===== config.mk =====
export PLATFORM = sky130hd
export DESIGN_NAME = mbfc_top
export DESIGN_NICKNAME = d
export VERILOG_FILES = /design/src/rtl/mbfc_pkg.sv /design/src/rtl/mbfc_queue.sv /design/src/rtl/mbfc_arb.sv /design/src/rtl/mbfc_top.sv
export SDC_FILE = /design/constraint.sdc
export NUM_CORES = 2
export LEC_CHECK = 0
export ABC_AREA = 1
export BUFFER_PORTS_ARGS = -buffer_cell sky130_fd_sc_hd__buf_2
export CORE_MARGIN = 2
export CORE_UTILIZATION = 56
export CTS_BUF_LIST = sky130_fd_sc_hd__clkbuf_16
export CTS_CLUSTER_SIZE = 8
export DETAILED_ROUTE_END_ITERATION = 16
export PLACE_DENSITY_LB_ADDON = 0.15
export SYNTH_ARGS = -nofsm -noshare
export SYNTH_HDL_FRONTEND = slang
export SYNTH_SLANG_ARGS = --single-unit

===== constraint.sdc =====
create_clock -name clk -period 13.1 [get_ports clk]
set_clock_uncertainty 0.1 [all_clocks]
set_input_delay 2.62 -clock clk [delete_from_list [all_inputs] [get_ports clk]]
set_output_delay 2.62 -clock clk [all_outputs]
set_load 0.1 [all_outputs]

===== src/rtl/mbfc_pkg.sv =====
package mbfc_pkg;
  typedef enum logic [1:0] {
    FLD_BASE  = 2'd0,
    FLD_LEN   = 2'd1,
    FLD_BSIZE = 2'd2,
    FLD_EN    = 2'd3
  } cfg_field_e;
endpackage


===== src/rtl/mbfc_queue.sv =====
module mbfc_queue
  import mbfc_pkg::*;
#(
  parameter int AW = 10,
  parameter int LW = AW + 1
) (
  input  logic          clk,
  input  logic          rst,
  input  logic          cfg_we,
  input  logic [1:0]    cfg_sel,
  input  logic [LW-1:0] cfg_data,
  input  logic          req,
  input  logic          req_wr,
  input  logic          take,
  input  logic          irq_clr,
  input  logic          err_clr,
  output logic          en,
  output logic [AW-1:0] addr,
  output logic          irq,
  output logic          err,
  output logic [AW-1:0] blk_ptr
);
  logic [AW-1:0] base, wptr, rptr;
  logic [LW-1:0] len, bsize, cnt;
  logic [AW-1:0] off, off_next;
  logic          blk_done;

  always_comb begin
    off  = req_wr ? wptr : rptr;
    addr = base + off;
    if ({1'b0, off} + LW'(1) >= len) off_next = '0;
    else                             off_next = off + AW'(1);
    blk_done = (cnt + LW'(1) >= bsize);
  end

  always_ff @(posedge clk) begin
    if (rst) begin
      base <= '0; len <= '0; bsize <= '0; en <= 1'b0;
      wptr <= '0; rptr <= '0; cnt <= '0; blk_ptr <= '0;
    end else if (cfg_we) begin
      case (cfg_field_e'(cfg_sel))
        FLD_BASE:  base  <= cfg_data[AW-1:0];
        FLD_LEN:   len   <= cfg_data;
        FLD_BSIZE: bsize <= cfg_data;
        FLD_EN: begin
          en <= cfg_data[0];
          if (cfg_data[0]) begin
            wptr <= '0; rptr <= '0; cnt <= '0; blk_ptr <= base;
          end
        end
        default: ;
      endcase
    end else if (take) begin
      if (req_wr) wptr <= off_next;
      else        rptr <= off_next;
      if (blk_done) begin
        cnt     <= '0;
        blk_ptr <= base + off_next;
      end else begin
        cnt <= cnt + LW'(1);
      end
    end
  end

  always_ff @(posedge clk) begin
    if (rst) begin
      irq <= 1'b0;
      err <= 1'b0;
    end else begin
      if (take && blk_done && !cfg_we) irq <= 1'b1;
      else if (irq_clr)                irq <= 1'b0;
      if (req && !en)                  err <= 1'b1;
      else if (err_clr)                err <= 1'b0;
    end
  end

  p_irq_cause_r6: assert property (@(posedge clk) disable iff (rst)
    $rose(irq) |-> $past(take));
  p_err_cause_r8: assert property (@(posedge clk) disable iff (rst)
    $rose(err) |-> $past(req && !en));
  p_idle_ptr_r5: assert property (@(posedge clk) disable iff (rst)
    (!take && !cfg_we) |=> ($stable(wptr) && $stable(rptr)));
  p_irq_clear_r7: assert property (@(posedge clk) disable iff (rst)
    (irq && irq_clr && !take && !cfg_we) |=> !irq);
endmodule


===== src/rtl/mbfc_arb.sv =====
module mbfc_arb #(
  parameter int N  = 4,
  parameter int AW = 10,
  parameter int DW = 24,
  localparam int SW = (N > 1) ? $clog2(N) : 1
) (
  input  logic            clk,
  input  logic            rst,
  input  logic [N-1:0]    req,
  input  logic [N-1:0]    wr,
  input  logic [N*AW-1:0] addr,
  input  logic [N*DW-1:0] wdata,
  output logic [N-1:0]    gnt,
  output logic            mem_en,
  output logic            mem_we,
  output logic [AW-1:0]   mem_addr,
  output logic [DW-1:0]   mem_wdata
);
  logic [SW-1:0] sel;
  logic          found;

  always_comb begin
    gnt   = '0;
    sel   = '0;
    found = 1'b0;
    for (int i = 0; i < N; i++) begin
      if (req[i] && !found) begin
        gnt[i] = 1'b1;
        sel    = SW'(i);
        found  = 1'b1;
      end
    end
  end

  always_ff @(posedge clk) begin
    if (rst) begin
      mem_en <= 1'b0;
      mem_we <= 1'b0;
    end else begin
      mem_en <= found;
      mem_we <= found && wr[sel];
    end
  end

  always_ff @(posedge clk) begin
    mem_addr  <= addr[sel*AW +: AW];
    mem_wdata <= wdata[sel*DW +: DW];
  end

  p_one_grant_r9: assert property (@(posedge clk) disable iff (rst)
    $onehot0(gnt));
  p_cmd_source_r3: assert property (@(posedge clk) disable iff (rst)
    mem_en |-> $past(|req));
  p_cmd_issued_r3: assert property (@(posedge clk) disable iff (rst)
    (|req) |=> mem_en);
endmodule


===== src/rtl/mbfc_top.sv =====
module mbfc_top #(
  parameter int NB  = 2,
  parameter int QPB = 4,
  parameter int AW  = 10,
  parameter int DW  = 24,
  localparam int NQ = NB * QPB,
  localparam int QW = (NQ > 1) ? $clog2(NQ) : 1,
  localparam int LW = AW + 1
) (
  input  logic             clk,
  input  logic             rst,
  input  logic             cfg_we,
  input  logic [QW-1:0]    cfg_queue,
  input  logic [1:0]       cfg_sel,
  input  logic [LW-1:0]    cfg_data,
  input  logic [NQ-1:0]    irq_clr,
  input  logic [NQ-1:0]    err_clr,
  input  logic [NQ-1:0]    acc_req,
  input  logic [NQ-1:0]    acc_wr,
  input  logic [NQ*DW-1:0] acc_wdata,
  output logic [NQ-1:0]    acc_ack,
  output logic [NQ-1:0]    rd_valid,
  output logic [NB*DW-1:0] rd_data,
  output logic [NB-1:0]    mem_en,
  output logic [NB-1:0]    mem_we,
  output logic [NB*AW-1:0] mem_addr,
  output logic [NB*DW-1:0] mem_wdata,
  input  logic [NB*DW-1:0] mem_rdata,
  output logic [NQ-1:0]    irq,
  output logic [NQ-1:0]    err,
  output logic [NQ*AW-1:0] blk_ptr
);
  logic [NQ-1:0]    en_v, gnt_v, rd_pend;
  logic [NQ*AW-1:0] addr_v;

  for (genvar q = 0; q < NQ; q++) begin : g_queue
    mbfc_queue #(.AW(AW), .LW(LW)) u_queue (
      .clk     (clk),
      .rst     (rst),
      .cfg_we  (cfg_we && (cfg_queue == QW'(q))),
      .cfg_sel (cfg_sel),
      .cfg_data(cfg_data),
      .req     (acc_req[q]),
      .req_wr  (acc_wr[q]),
      .take    (gnt_v[q]),
      .irq_clr (irq_clr[q]),
      .err_clr (err_clr[q]),
      .en      (en_v[q]),
      .addr    (addr_v[q*AW +: AW]),
      .irq     (irq[q]),
      .err     (err[q]),
      .blk_ptr (blk_ptr[q*AW +: AW])
    );
  end

  for (genvar b = 0; b < NB; b++) begin : g_bank
    mbfc_arb #(.N(QPB), .AW(AW), .DW(DW)) u_arb (
      .clk      (clk),
      .rst      (rst),
      .req      (acc_req[b*QPB +: QPB] & en_v[b*QPB +: QPB]),
      .wr       (acc_wr[b*QPB +: QPB]),
      .addr     (addr_v[b*QPB*AW +: QPB*AW]),
      .wdata    (acc_wdata[b*QPB*DW +: QPB*DW]),
      .gnt      (gnt_v[b*QPB +: QPB]),
      .mem_en   (mem_en[b]),
      .mem_we   (mem_we[b]),
      .mem_addr (mem_addr[b*AW +: AW]),
      .mem_wdata(mem_wdata[b*DW +: DW])
    );
  end

  assign rd_data = mem_rdata;

  always_ff @(posedge clk) begin
    if (rst) begin
      acc_ack  <= '0;
      rd_pend  <= '0;
      rd_valid <= '0;
    end else begin
      acc_ack  <= gnt_v | (acc_req & ~en_v);
      rd_pend  <= gnt_v & ~acc_wr;
      rd_valid <= rd_pend;
    end
  end

  p_ack_source_r3: assert property (@(posedge clk) disable iff (rst)
    (|acc_ack) |-> $past(|acc_req));
  p_rd_after_ack_r4: assert property (@(posedge clk) disable iff (rst)
    (|rd_valid) |-> $past(|acc_ack));
endmodule


==> impl_summary.md <==
Run status
The flow ran to the end, and the final reports show no timing, DRC or antenna violations.

STA
The normalized max-slew margin is 21.0%. The max-slew violation count was 0. Setup total negative slack on the finished layout was measured at 0 ns. The final-report hold violation count is 0.

Setup violations remaining at the end of the flow were counted as 0. The smallest setup slack after layout is 6.02 ns. Subtracting the final worst setup slack from the clock period gives 7.08 ns.

The share of the cycle needed by the critical path after routing is 54.0%. The tightest hold margin is 0.299 ns. Timing would allow up to 141 MHz. Setup repair after global routing left no endpoint under its margin.

The measured slew at the worst slew-check pin is 1.18 ns.

Power and ir drop
The total power consumption of the routed design is 4.92 mW. Internal power comes to 3.64 mW. The total power density per cell area is 105 mW/mm^2.

For this design the static power due to leakage is 21.5 nW. In this run, the clock network consumes 46.2% of the power. Sequential cells burn 44.5% of the power. Net switching is 25.9% of the power. Across the VDD grid, the largest voltage drop is 113 uV.

Summed over all nets, the switching power comes to 1.27 mW. Of the total power, combinational logic draws 9.3%.

Yosys
The netlist area before placement is 0.0423 mm^2. The mean post-synth cell area is 7.02 um^2. Synthesis produced a netlist whose cell count is 6021. Yosys mapped a number of flops with a built-in enable equal to 0. In the synthesized netlist the dominant register cell turns out to be sky130_fd_sc_hd__dfxtp_1. In this run, synthesis produced a sequential element count of 704. The async set or reset register ratio after synthesis is 0%. In the post-synthesis netlist, the biggest area contributors are sky130_fd_sc_hd__dfxtp_1 (33%), sky130_fd_sc_hd__nand2_1 (11%), sky130_fd_sc_hd__ha_1 (9.9%), sky130_fd_sc_hd__a21oi_1 (8.0%), sky130_fd_sc_hd__o21ai_0 (7.2%).

The count of unique library cells instantiated by Yosys is 62. The area share of the leading cell type in the synthesized netlist is 33.3%. The total nets after synthesis is 6664.

The sequential cell area fraction in the yosys report is 33.3%. The number of warnings printed during yosys synthesis is 0. The cell type with the highest aggregate area in the netlist is sky130_fd_sc_hd__dfxtp_1.

Detailed routing
For this block, the routed nets add up to 131000 um of wire. The total iterations of the first detailed-routing run is 6. In the final routed layout, each cell accounts on average for 18.1 um.

The total via count in the routed design is 40600. The initial detailed-routing violation count is 3121. The number of routed nets with antenna violations is 0.

After detailed routing, the number of remaining DRC violations is 0. The post-detailed-route via-to-cell ratio is 5.61.

Clock tree
The number of buffers added to fix hold violations after cts is 0. The number of gates resized after CTS was 0. The number of buffers added for setup after CTS is 0. The TritonCTS buffer count is 98.

The total number of H-tree levels is 3. The clock tree from TritonCTS is yes. The tree is rooted in a sky130_fd_sc_hd__clkbuf_16. Clock-pin slew was measured on the worst setup and hold paths at 0.05 ns. The clock reaches the later pin of the worst-skew pair after 0.64 ns. The maximum buffer depth of the clock tree is 3.

The clock net sink count is 704.

Placed design
The number of placed instances, taps included, is 7114. The routability congestion estimate is 0.990. Once placement finished, the instance area stood at 0.0442 mm^2. Prior to clock tree synthesis, the placed netlist has a worst setup slack of 5.43 ns. Once detailed placement completed, the half-perimeter wirelength came to 93400 um.

Port buffering added 426 buffers.

Final layout
The final cell count without fillers is 7226. The final instance area is 0.0468 mm^2. The share of layout cells above drive strength 1 is 12.7%.

For this run, the post-layout net count is 6888. Compared with the post-synthesis result, the final layout area differs by 10.7%. The utilization after layout is 62.7%.

Critical path
The category of the most critical setup path is in2reg. STA puts the critical path data required time at 13.53 ns. In this run the register-to-register setup slack is 8.04 ns. At the worst endpoint, the arrival time is 7.51 ns. The startpoint of the lowest-slack register-to-register path is g_queue[1].u_queue.wptr[0]$_SDFFE_PP0P_. The worst setup path is launched from an input pin. The worst setup path is captured at a flop.

Tracing the worst setup path back leads to its startpoint at acc_wr[1]. The most numerous cell on the critical path is sky130_fd_sc_hd__nand2_1. The slowest stage of the critical path is the sky130_fd_sc_hd__nor2_1 cell. The delay of the slowest cell on the worst path is 0.58 ns. Along the worst path, the maximum fanout reaches 13.

Global routing
The wire length of the first global-routing pass is 203000 um. In the global route stage, overall resource usage came out at 32.6%. Global routing finished with a remaining overflow of 0. The maximum number of pins on one net before global-route repair is 251.

The number of global-route vias before repair was 37500. The number of antenna violations at the first check in global routing is 2.

Hold path
The worst hold path startpoint is rd_pend[3]$_SDFF_PP0_. In this run the worst hold path is classified as reg2reg.

Run
The max-cap violation count is 0.

Floorplan
523 I/O pins were placed. For this configuration, the core starts out at a cell density of 56.7%. The floorplan step defined a die boundary enclosing 0.0777 mm^2. Measured along the y axis, the die boundary spans 279 um. The initialized floorplan defines 100 standard-cell rows. The die is 279 um wide. The total area inside the core boundary comes to 0.0746 mm^2.
[logic make-up after synthesis]
kind of cell	share of synthesized area [%]
AO/OA/AOI/OAI	19.8
buffers and inverters	10.1
AND/OR/NAND/NOR	22.9
XOR/XNOR	3.15
flip-flops	33.3
adder cells (fa/ha/maj)	10.7
[registers in the layout, indices dropped and copies added, names as in the netlist]
register	count
g_queue.u_queue.bsize	88
g_queue.u_queue.cnt	88
g_queue.u_queue.len	88
g_queue.u_queue.base	80
g_queue.u_queue.blk_ptr	80
g_queue.u_queue.rptr	80
g_queue.u_queue.wptr	80
g_bank.u_arb.mem_wdata	48
g_bank.u_arb.mem_addr	20
acc_ack	8
g_queue.u_queue.en	8
g_queue.u_queue.err	8
g_queue.u_queue.irq	8
rd_pend	8
rd_valid	8
g_bank.u_arb.mem_en	2
g_bank.u_arb.mem_we	2
[layout by cell type (no fill, tap or decap), drive strengths merged, types with 4 or more instances in the layout]
master	synthesis	final
a211oi	25	25
a21boi	5	5
a21o	27	27
a21oi	682	682
a31oi	35	35
and3	4	4
buf	160	452
clkbuf	169	104
dfxtp	704	704
fa	16	16
ha	336	336
inv	683	689
nand2	1245	1245
nand3	306	306
nand3b	8	8
nand4	70	70
nor2	531	531
nor3	35	35
nor4	4	4
o2111ai	8	8
o211ai	23	23
o21a	12	12
o21ai	641	641
o21bai	10	10
o22ai	70	70
or2	47	47
xnor2	53	53
xor2	94	94
[routing by layer]
layer | vias up | global-route usage, % | share of wire, %
met5 | - | 0 | 0
met4 | 0 | 14.4 | 4.2
met3 | 301 | 5.67 | 8.2
met2 | 1490 | 52.4 | 44
met1 | 18500 | 43.1 | 43
li1 | 20300 | - | -
[worst paths after layout]
path | endpoint | depth (start not counted)
setup / recovery | g_queue[1].u_queue.blk_ptr[6]$_SDFFE_PP0P_ | 32
hold / removal | rd_valid[3]$_SDFF_PP0_ | 2
setup reg to reg | g_queue[1].u_queue.blk_ptr[6]$_SDFFE_PP0P_ | 30
hold reg to reg | rd_valid[3]$_SDFF_PP0_ | 2
[power by group through the flow]
stage | clock network [mW] | logic, mW | registers, mW
after floorplan | 0 | 0.287 | 2.32
after global placement | 0 | 0.445 | 2.23
after detailed placement | 0 | 0.448 | 2.23
after CTS | 2.31 | 0.450 | 2.19
after global routing | 2.39 | 0.486 | 2.19
final | 2.27 | 0.456 | 2.19
[layout make-up]
| class | instances | area [um^2] |
|---|---|---|
| Fill cell | 6907 | 27800 |
| Multi-Input combinational cell | 4303 | 23900 |
| Sequential cell | 704 | 14100 |
| Inverter | 685 | 2580 |
| Clock buffer | 103 | 2580 |
| Timing Repair Buffer | 453 | 2360 |
| Tap cell | 969 | 1210 |
| Clock inverter | 7 | 31.3 |
| Antenna cell | 2 | 5.00 |
[critical path, delay by kind of cell]
kind	cells	cell delay, ns
simple gates	17	2.35
fa+ha+maj	4	1.14
buf+inv	7	0.77
compound gates	4	0.64
[cell usage after synthesis (70+ instances only)]
master                        n
sky130_fd_sc_hd__a21oi_1    677
sky130_fd_sc_hd__o22ai_1     70
sky130_fd_sc_hd__dfxtp_1    704
sky130_fd_sc_hd__buf_4       71
sky130_fd_sc_hd__nor2_1     484
sky130_fd_sc_hd__inv_1      636
sky130_fd_sc_hd__xor2_1      90
sky130_fd_sc_hd__nand2_1   1204
sky130_fd_sc_hd__o21ai_0    607
sky130_fd_sc_hd__ha_1       336
sky130_fd_sc_hd__clkbuf_1   168
sky130_fd_sc_hd__nand3_1    298
Note: power is estimated with default switching activity, not from simulation.
